==> src/rtl/unpk_pkg.sv <==
package unpk_pkg;
  typedef enum logic [1:0] {K_DROP, K_AUDIO, K_MIDI, K_EXCESS} beat_kind_e;

  function automatic logic [31:0] swap32(input logic [31:0] q);
    return {q[7:0], q[15:8], q[23:16], q[31:24]};
  endfunction
endpackage

==> src/rtl/unpk_cfg_hold.sv <==
module unpk_cfg_hold #(
  parameter int SKIP_W    = 3,
  parameter int MAX_AUDIO = 8,
  parameter int MIDI_W    = 4,
  localparam int CNT_W    = $clog2(MAX_AUDIO + 1)
) (
  input  logic              clk_i,
  input  logic              rst_ni,
  input  logic              take_i,
  input  logic [SKIP_W-1:0] skip_i,
  input  logic [CNT_W-1:0]  audio_i,
  input  logic [MIDI_W-1:0] midi_i,
  output logic [SKIP_W-1:0] skip_o,
  output logic [CNT_W-1:0]  audio_o,
  output logic              midi_en_o
);
  logic [SKIP_W-1:0] skip_q;
  logic [CNT_W-1:0]  audio_q, audio_c;
  logic              midi_q;

  assign audio_c = (audio_i > CNT_W'(MAX_AUDIO)) ? CNT_W'(MAX_AUDIO) : audio_i;

  always_ff @(posedge clk_i or negedge rst_ni) begin
    if (!rst_ni) begin
      skip_q  <= '0;
      audio_q <= '0;
      midi_q  <= 1'b0;
    end else if (take_i) begin
      skip_q  <= skip_i;
      audio_q <= audio_c;
      midi_q  <= |midi_i;
    end
  end

  // start beat uses the live values, later beats the held ones
  assign skip_o    = take_i ? skip_i  : skip_q;
  assign audio_o   = take_i ? audio_c : audio_q;
  assign midi_en_o = take_i ? |midi_i : midi_q;
endmodule

==> src/rtl/unpk_pos_track.sv <==
module unpk_pos_track #(
  parameter int POS_W = 5
) (
  input  logic             clk_i,
  input  logic             rst_ni,
  input  logic             beat_i,
  input  logic             sob_i,
  input  logic [POS_W-1:0] len_i,
  output logic [POS_W-1:0] pos_o,
  output logic             active_o,
  output logic             short_o
);
  localparam logic [POS_W-1:0] POS_MAX = '1;

  logic [POS_W-1:0] pos_q, len_q;
  logic             in_blk_q;

  always_ff @(posedge clk_i or negedge rst_ni) begin
    if (!rst_ni) begin
      pos_q    <= '0;
      len_q    <= '0;
      in_blk_q <= 1'b0;
    end else if (beat_i) begin
      if (sob_i) begin
        pos_q    <= POS_W'(1);
        len_q    <= len_i;
        in_blk_q <= 1'b1;
      end else if (in_blk_q && pos_q != POS_MAX) begin
        pos_q <= pos_q + POS_W'(1);
      end
    end
  end

  assign pos_o    = sob_i ? '0 : pos_q;
  assign active_o = sob_i | in_blk_q;
  assign short_o  = beat_i & sob_i & in_blk_q & (pos_q < len_q);
endmodule

==> src/rtl/unpk_classify.sv <==
module unpk_classify
  import unpk_pkg::*;
#(
  parameter int SKIP_W = 3,
  parameter int CNT_W  = 4,
  parameter int POS_W  = 5,
  parameter int CH_W   = 3
) (
  input  logic [POS_W-1:0]  pos_i,
  input  logic              active_i,
  input  logic [SKIP_W-1:0] skip_i,
  input  logic [CNT_W-1:0]  audio_i,
  input  logic              midi_en_i,
  output beat_kind_e        kind_o,
  output logic [CH_W-1:0]   chan_o
);
  logic [POS_W-1:0] skip_w, audio_end, rel;

  assign skip_w    = POS_W'(skip_i);
  assign audio_end = skip_w + POS_W'(audio_i);
  assign rel       = pos_i - skip_w;
  assign chan_o    = rel[CH_W-1:0];

  always_comb begin
    if (!active_i)                      kind_o = K_DROP;
    else if (pos_i < skip_w)            kind_o = K_DROP;
    else if (pos_i < audio_end)         kind_o = K_AUDIO;
    else if (pos_i == audio_end && midi_en_i) kind_o = K_MIDI;
    else                                kind_o = K_EXCESS;
  end
endmodule

==> src/rtl/iso_block_unpacker.sv <==
module iso_block_unpacker
  import unpk_pkg::*;
#(
  parameter int SKIP_W    = 3,
  parameter int MAX_AUDIO = 8,
  parameter int MIDI_W    = 4,
  localparam int CNT_W    = $clog2(MAX_AUDIO + 1),
  localparam int CH_W     = (MAX_AUDIO > 1) ? $clog2(MAX_AUDIO) : 1,
  localparam int MAX_SKIP = (1 << SKIP_W) - 1,
  localparam int POS_W    = $clog2(MAX_SKIP + MAX_AUDIO + 3)
) (
  input  logic              clk_i,
  input  logic              rst_ni,
  input  logic              in_valid_i,
  output logic              in_ready_o,
  input  logic              in_sob_i,
  input  logic [31:0]       in_data_i,
  input  logic [SKIP_W-1:0] cfg_skip_i,
  input  logic [CNT_W-1:0]  cfg_audio_i,
  input  logic [MIDI_W-1:0] cfg_midi_i,
  input  logic              cfg_swap_i,
  output logic              aud_valid_o,
  output logic [CH_W-1:0]   aud_chan_o,
  output logic [31:0]       aud_data_o,
  output logic              midi_valid_o,
  output logic [31:0]       midi_data_o,
  output logic              overflow_o,
  output logic              short_o
);
  logic              ready_q, beat;
  logic [SKIP_W-1:0] skip_c;
  logic [CNT_W-1:0]  audio_c;
  logic              midi_en_c, active, short_c;
  logic [POS_W-1:0]  pos, len_c;
  beat_kind_e        kind;
  logic [CH_W-1:0]   chan;

  logic              aud_v_q, midi_v_q, ovf_q, short_q;
  logic [CH_W-1:0]   chan_q;
  logic [31:0]       data_q;

  assign beat  = in_valid_i & ready_q;
  assign len_c = POS_W'(skip_c) + POS_W'(audio_c) + POS_W'(midi_en_c);

  unpk_cfg_hold #(
    .SKIP_W(SKIP_W), .MAX_AUDIO(MAX_AUDIO), .MIDI_W(MIDI_W)
  ) u_cfg (
    .clk_i, .rst_ni,
    .take_i   (beat & in_sob_i),
    .skip_i   (cfg_skip_i),
    .audio_i  (cfg_audio_i),
    .midi_i   (cfg_midi_i),
    .skip_o   (skip_c),
    .audio_o  (audio_c),
    .midi_en_o(midi_en_c)
  );

  unpk_pos_track #(.POS_W(POS_W)) u_pos (
    .clk_i, .rst_ni,
    .beat_i  (beat),
    .sob_i   (in_sob_i),
    .len_i   (len_c),
    .pos_o   (pos),
    .active_o(active),
    .short_o (short_c)
  );

  unpk_classify #(
    .SKIP_W(SKIP_W), .CNT_W(CNT_W), .POS_W(POS_W), .CH_W(CH_W)
  ) u_cls (
    .pos_i    (pos),
    .active_i (active),
    .skip_i   (skip_c),
    .audio_i  (audio_c),
    .midi_en_i(midi_en_c),
    .kind_o   (kind),
    .chan_o   (chan)
  );

  always_ff @(posedge clk_i or negedge rst_ni) begin
    if (!rst_ni) begin
      ready_q  <= 1'b0;
      aud_v_q  <= 1'b0;
      midi_v_q <= 1'b0;
      ovf_q    <= 1'b0;
      short_q  <= 1'b0;
      chan_q   <= '0;
      data_q   <= '0;
    end else begin
      ready_q  <= 1'b1;
      aud_v_q  <= beat && kind == K_AUDIO;
      midi_v_q <= beat && kind == K_MIDI;
      ovf_q    <= beat && kind == K_EXCESS;
      short_q  <= short_c;
      if (beat && kind == K_AUDIO) chan_q <= chan;
      if (beat && (kind == K_AUDIO || kind == K_MIDI))
        data_q <= cfg_swap_i ? swap32(in_data_i) : in_data_i;
    end
  end

  assign in_ready_o   = ready_q;
  assign aud_valid_o  = aud_v_q;
  assign aud_chan_o   = chan_q;
  assign aud_data_o   = data_q;
  assign midi_valid_o = midi_v_q;
  assign midi_data_o  = data_q;
  assign overflow_o   = ovf_q;
  assign short_o      = short_q;
endmodule

==> config.mk <==
export PLATFORM = sky130hd
export DESIGN_NAME = iso_block_unpacker
export DESIGN_NICKNAME = d
export VERILOG_FILES = /design/src/rtl/unpk_pkg.sv /design/src/rtl/unpk_cfg_hold.sv /design/src/rtl/unpk_pos_track.sv /design/src/rtl/unpk_classify.sv /design/src/rtl/iso_block_unpacker.sv
export SDC_FILE = /design/constraint.sdc
export NUM_CORES = 1
export LEC_CHECK = 0
export ABC_AREA = 1
export CAP_MARGIN = 15
export CORE_UTILIZATION = 44
export CTS_BUF_LIST = sky130_fd_sc_hd__clkbuf_4
export CTS_CLUSTER_SIZE = 8
export DETAILED_ROUTE_END_ITERATION = 8
export GPL_TIMING_DRIVEN = 0
export MAX_ROUTING_LAYER = met4
export PLACE_DENSITY = 0.84
export SYNTH_ARGS = -nofsm -noshare
export SYNTH_HDL_FRONTEND = slang
export SYNTH_HIERARCHICAL = 1
export SYNTH_SLANG_ARGS = --single-unit
export TNS_END_PERCENT = 20
==> constraint.sdc <==
create_clock -name clk_i -period 3.5 [get_ports clk_i]
set_input_delay 0.525 -clock clk_i [delete_from_list [all_inputs] [get_ports clk_i]]
set_output_delay 0.525 -clock clk_i [all_outputs]
set_load 0.03 [all_outputs]
==> key figures <==
Yosys
  – Synth Area in Adders: 0.09470
  – Asr flop ratio synth: 1.000
  – Synth Warn #: 6
  – Synth top cells by count: nand2_1 (139), dfrtp_1 (59), inv_1 (58)
  – Post-synthesis net count: between 500 and 600
  – Seq/Total Area, Yosys: 0.3935
  – Post-synth EDFFs: 0
  – Simple-gate portion of the synthesized area: 0.2194
  – Synth Area per Inst: about 7.7 sq um
  – Synth Register Bits: a little under 60
  – Synth area leader: dfrtp_1
  – Synth Area in XOR/XNOR: 0.009336
  – Synth Area in Compound Gates: 0.1120
  – Ys flop type: dfrtp_1
  – Distinct cells, synth: 28
  – Most common cell in the netlist: nand2_1
  – Post-Synthesis Cells: 490
  – Largest family of logic cells by synthesized area: simple AND/OR/NAND/NOR gates
  – Top-area cell type share of the netlist area: 0.3935
  – Mapped Area: approximately 3800 sq um
  – Mux share of post-synthesis cell area: 0.004001
  – Top cells by area, synth: dfrtp_1 (39%), nand2_1 (14%), ha_1 (7.3%), buf_4 (7.0%), o21ai_0 (5.9%)

STA
  – Max Slew Vio Count: 0
  – Maximum clock rate: ~280 MHz
  – Hold Vio Cnt, Final: 0
  – Setup violations, final: 32
  – Worst Skew: roughly 0.022 ns
  – Final min period: around 3.6 ns
  – Hold WS: 0.06645 ns
  – Final cycle utilization of the critical path: 1.031
  – Worst setup margin: -0.1068 ns
  – RSZ-0062 raised after global routing: true

Critical path
  – Required @ worst endpoint: approximately 3.9 ns
  – Crit path DAT: between 3 and 4 ns
  – Critical-path cell list: nand2_4, nor2_4, inv_4, nor2_4, nand2_2, nand2_4, ha_4, inv_2, fa_2, nor2_2, o21ai_1, ha_1, nand2_2, nor2_2, nand2_1, nand3_2, nor2b_4, ha_4, nor2_4, buf_6, nand2_2, nand2_1
  – CP max stage cell: dfrtp_2
  – Crit-path max FO: 8
  – Worst Setup Start Kind: flop
  – Worst reg2reg startpoint: in_ready_o
  – Critical path startpoint: in_ready_o
  – CP Class: flop to flop
  – Critical path capture point type: flop
  – Worst path max stage delay: roughly 0.40 ns
  – Reg2reg setup slack: -0.11 ns

Run status
  – Outcome: finished with violations
  – Failing checks: setup timing

Detailed routing
  – Final ANT Viol Nets: 0
  – Drt total wl: about 11,000 um
  – Initial DRC Count: around 220
  – DRC Markers: 0
  – Pre-antenna DRT Iters: 5
  – Vias per cell: 4.883
  – Vias: between 3,000 and 4,000
  – WL per Instance: roughly 14 um

Clocking
  – Clock Latency Late Sink: 0.42 ns
  – Reg clk slew, reported paths: 0.12 ns
  – CTS Buf Count: 9
  – Max Buffers Root-to-Sink: 2
  – Clock Sink Count: 59
  – TritonCTS clock tree: built
  – Root Driver: clkbuf_4
  – H-tree Lvls: 3

Power
  – Pwr dens: a little under 800 nW/um^2
  – Peak supply drop: roughly 530 uV
  – Leakage: around 2.7 nW
  – Final total power: 4.245 mW

Placement
  – Port Buffer Count: between 100 and 150
  – HPWL Detailed: slightly above 8000 um
  – Dpl ws: -0.9921 ns
  – RePlAce Congestion: about 0.91
  – Placed Area: 5145 sq um
  – Cells after DPL: around 710

Cells and area
  – Reg area: 1478 sq um
  – Multi-input gate area: approximately 1800 sq um
  – Filler instances: 651
  – Post-Layout Cell Count: about 740
  – Number of nets in the layout: between 700 and 800
  – # diodes: 0
  – Share of cells above drive strength 1: 0.1884
  – Area Overhead vs Synth: 45.65%
  – Finished Cell Area: around 5500 sq um

Global routing
  – GRT busiest layer: met2
  – First-pass GRT wire length: ~17,000 um
  – Met2 GRT Util: 0.4149
  – Largest net degree at the start of global routing: 41
  – Grt ovf: 0
  – Routing usage on met3: 0.03221
  – Vias in the first global route: 3,559
  – Initial antenna violation count: 0
  – M1 GR Usage: 0.3347
  – GRT Total Usage: 0.2612

Floorplanning
  – DIE AREA: a little under 9000 sq um
  – # IOs: 120
  – Initial core utilization: 0.4567
  – Num rows: 33
  – Chip height: around 94 um
  – Die width: 94.35 um
  – Core box area: about 8200 sq um

Flow run
  – Max-cap violations: 0

Min path
  – HP Class: primary input to async pin
[worst max-delay path: cells and delay by family (launching register included)]
kind | cells | cell delay, ns
fa+ha+maj | 4 | 1.12
flops | 1 | 0.40
buf+inv | 3 | 0.30
simple gates | 14 | 1.67
compound gates | 1 | 0.09
[layout make-up]
type | count | area share
timing repair buffer | 132 | 0.2397
clock buffer | 10 | 0.01374
tap | 105 | 0.02404
sequential | 59 | 0.2704
clock inverter | 6 | 0.01213
inverter | 63 | 0.04373
buffer | 49 | 0.07463
multi-input combinational | 318 | 0.3217
[state kept, by name (all words and copies together) (netlist names)]
| register | cells |
|---|---|
| overflow_o | 1 |
| midi_valid_o | 1 |
| u_pos/in_blk_q | 1 |
| u_cfg/audio_q | 4 |
| aud_valid_o | 1 |
| aud_chan_o | 3 |
| u_pos/pos_q | 5 |
| in_ready_o | 1 |
| aud_data_o | 32 |
| u_cfg/midi_q | 1 |
| short_o | 1 |
| u_cfg/skip_q | 3 |
| u_pos/len_q | 5 |
[path summary, 6_finish.rpt]
path | end | depth (start not counted)
worst min register to register | aud_chan_o[1] | 2
max in group asynchronous | overflow_o | 2
worst min-delay path | u_cfg/audio_q[2] | 1
min in group clk_i | aud_data_o[23] | 5
worst max-delay path | aud_data_o[27] | 22
worst max register to register | aud_data_o[27] | 22
[logic make-up (layout without fill, tap and decap cells)]
kind of cell               after synthesis  in the layout
adders and majority gates               26             26
other                                    1              1
muxes                                    1              1
AOI/OAI and AO/OA                       84             84
and+or+nand+nor                        202            202
xor gates and xnor gates                 4              4
buffers and inverters                  113            260
DFF                                     59             59
[power breakdown]
part	switching [mW]	internal (mW)	total, mW	leakage [nW]
Sequential	0.175	0.913	1.09	0.733
Combinational	1.46	1.20	2.66	1.92
Clock	0.270	0.225	0.496	0.0702
[cells in the final DEF (no fill, tap or decap), types with 10 or more instances in the layout]
cell type          n
nand2_1          122
clkdlybuf4s50_1  115
dfrtp_1           58
inv_1             56
buf_4             43
o21ai_0           41
nor2_1            41
a21oi_1           25
ha_1              20
nand2_2           17
o21ai_1           16
buf_6             13
clkbuf_4          10
[per-layer routing]
layer	vias up	part of all wire
met1	1697	0.44
met4	0	0.030
li1	1774	-
met2	126	0.48
met3	26	0.049
met5	-	0
[metrics by stage]
step	util	TNS [ns]
global placement	0.6243	-30.23
CTS	0.6569	0
finish	0.6651	-2.620
detailed placement	0.6262	-34.20
global route	0.6651	-8.019
floorplan	-	0
[what timing repair did]
item / in CTS / in global routing
gates cloned: 3 / 0
pin swaps: 11 / 19
hold buffers: 0 / 0
setup buffers: 8 / 2
setup endpoints to repair: 38 / 35
resized for setup: 20 / 19
Power figures use the tool's default switching activity.
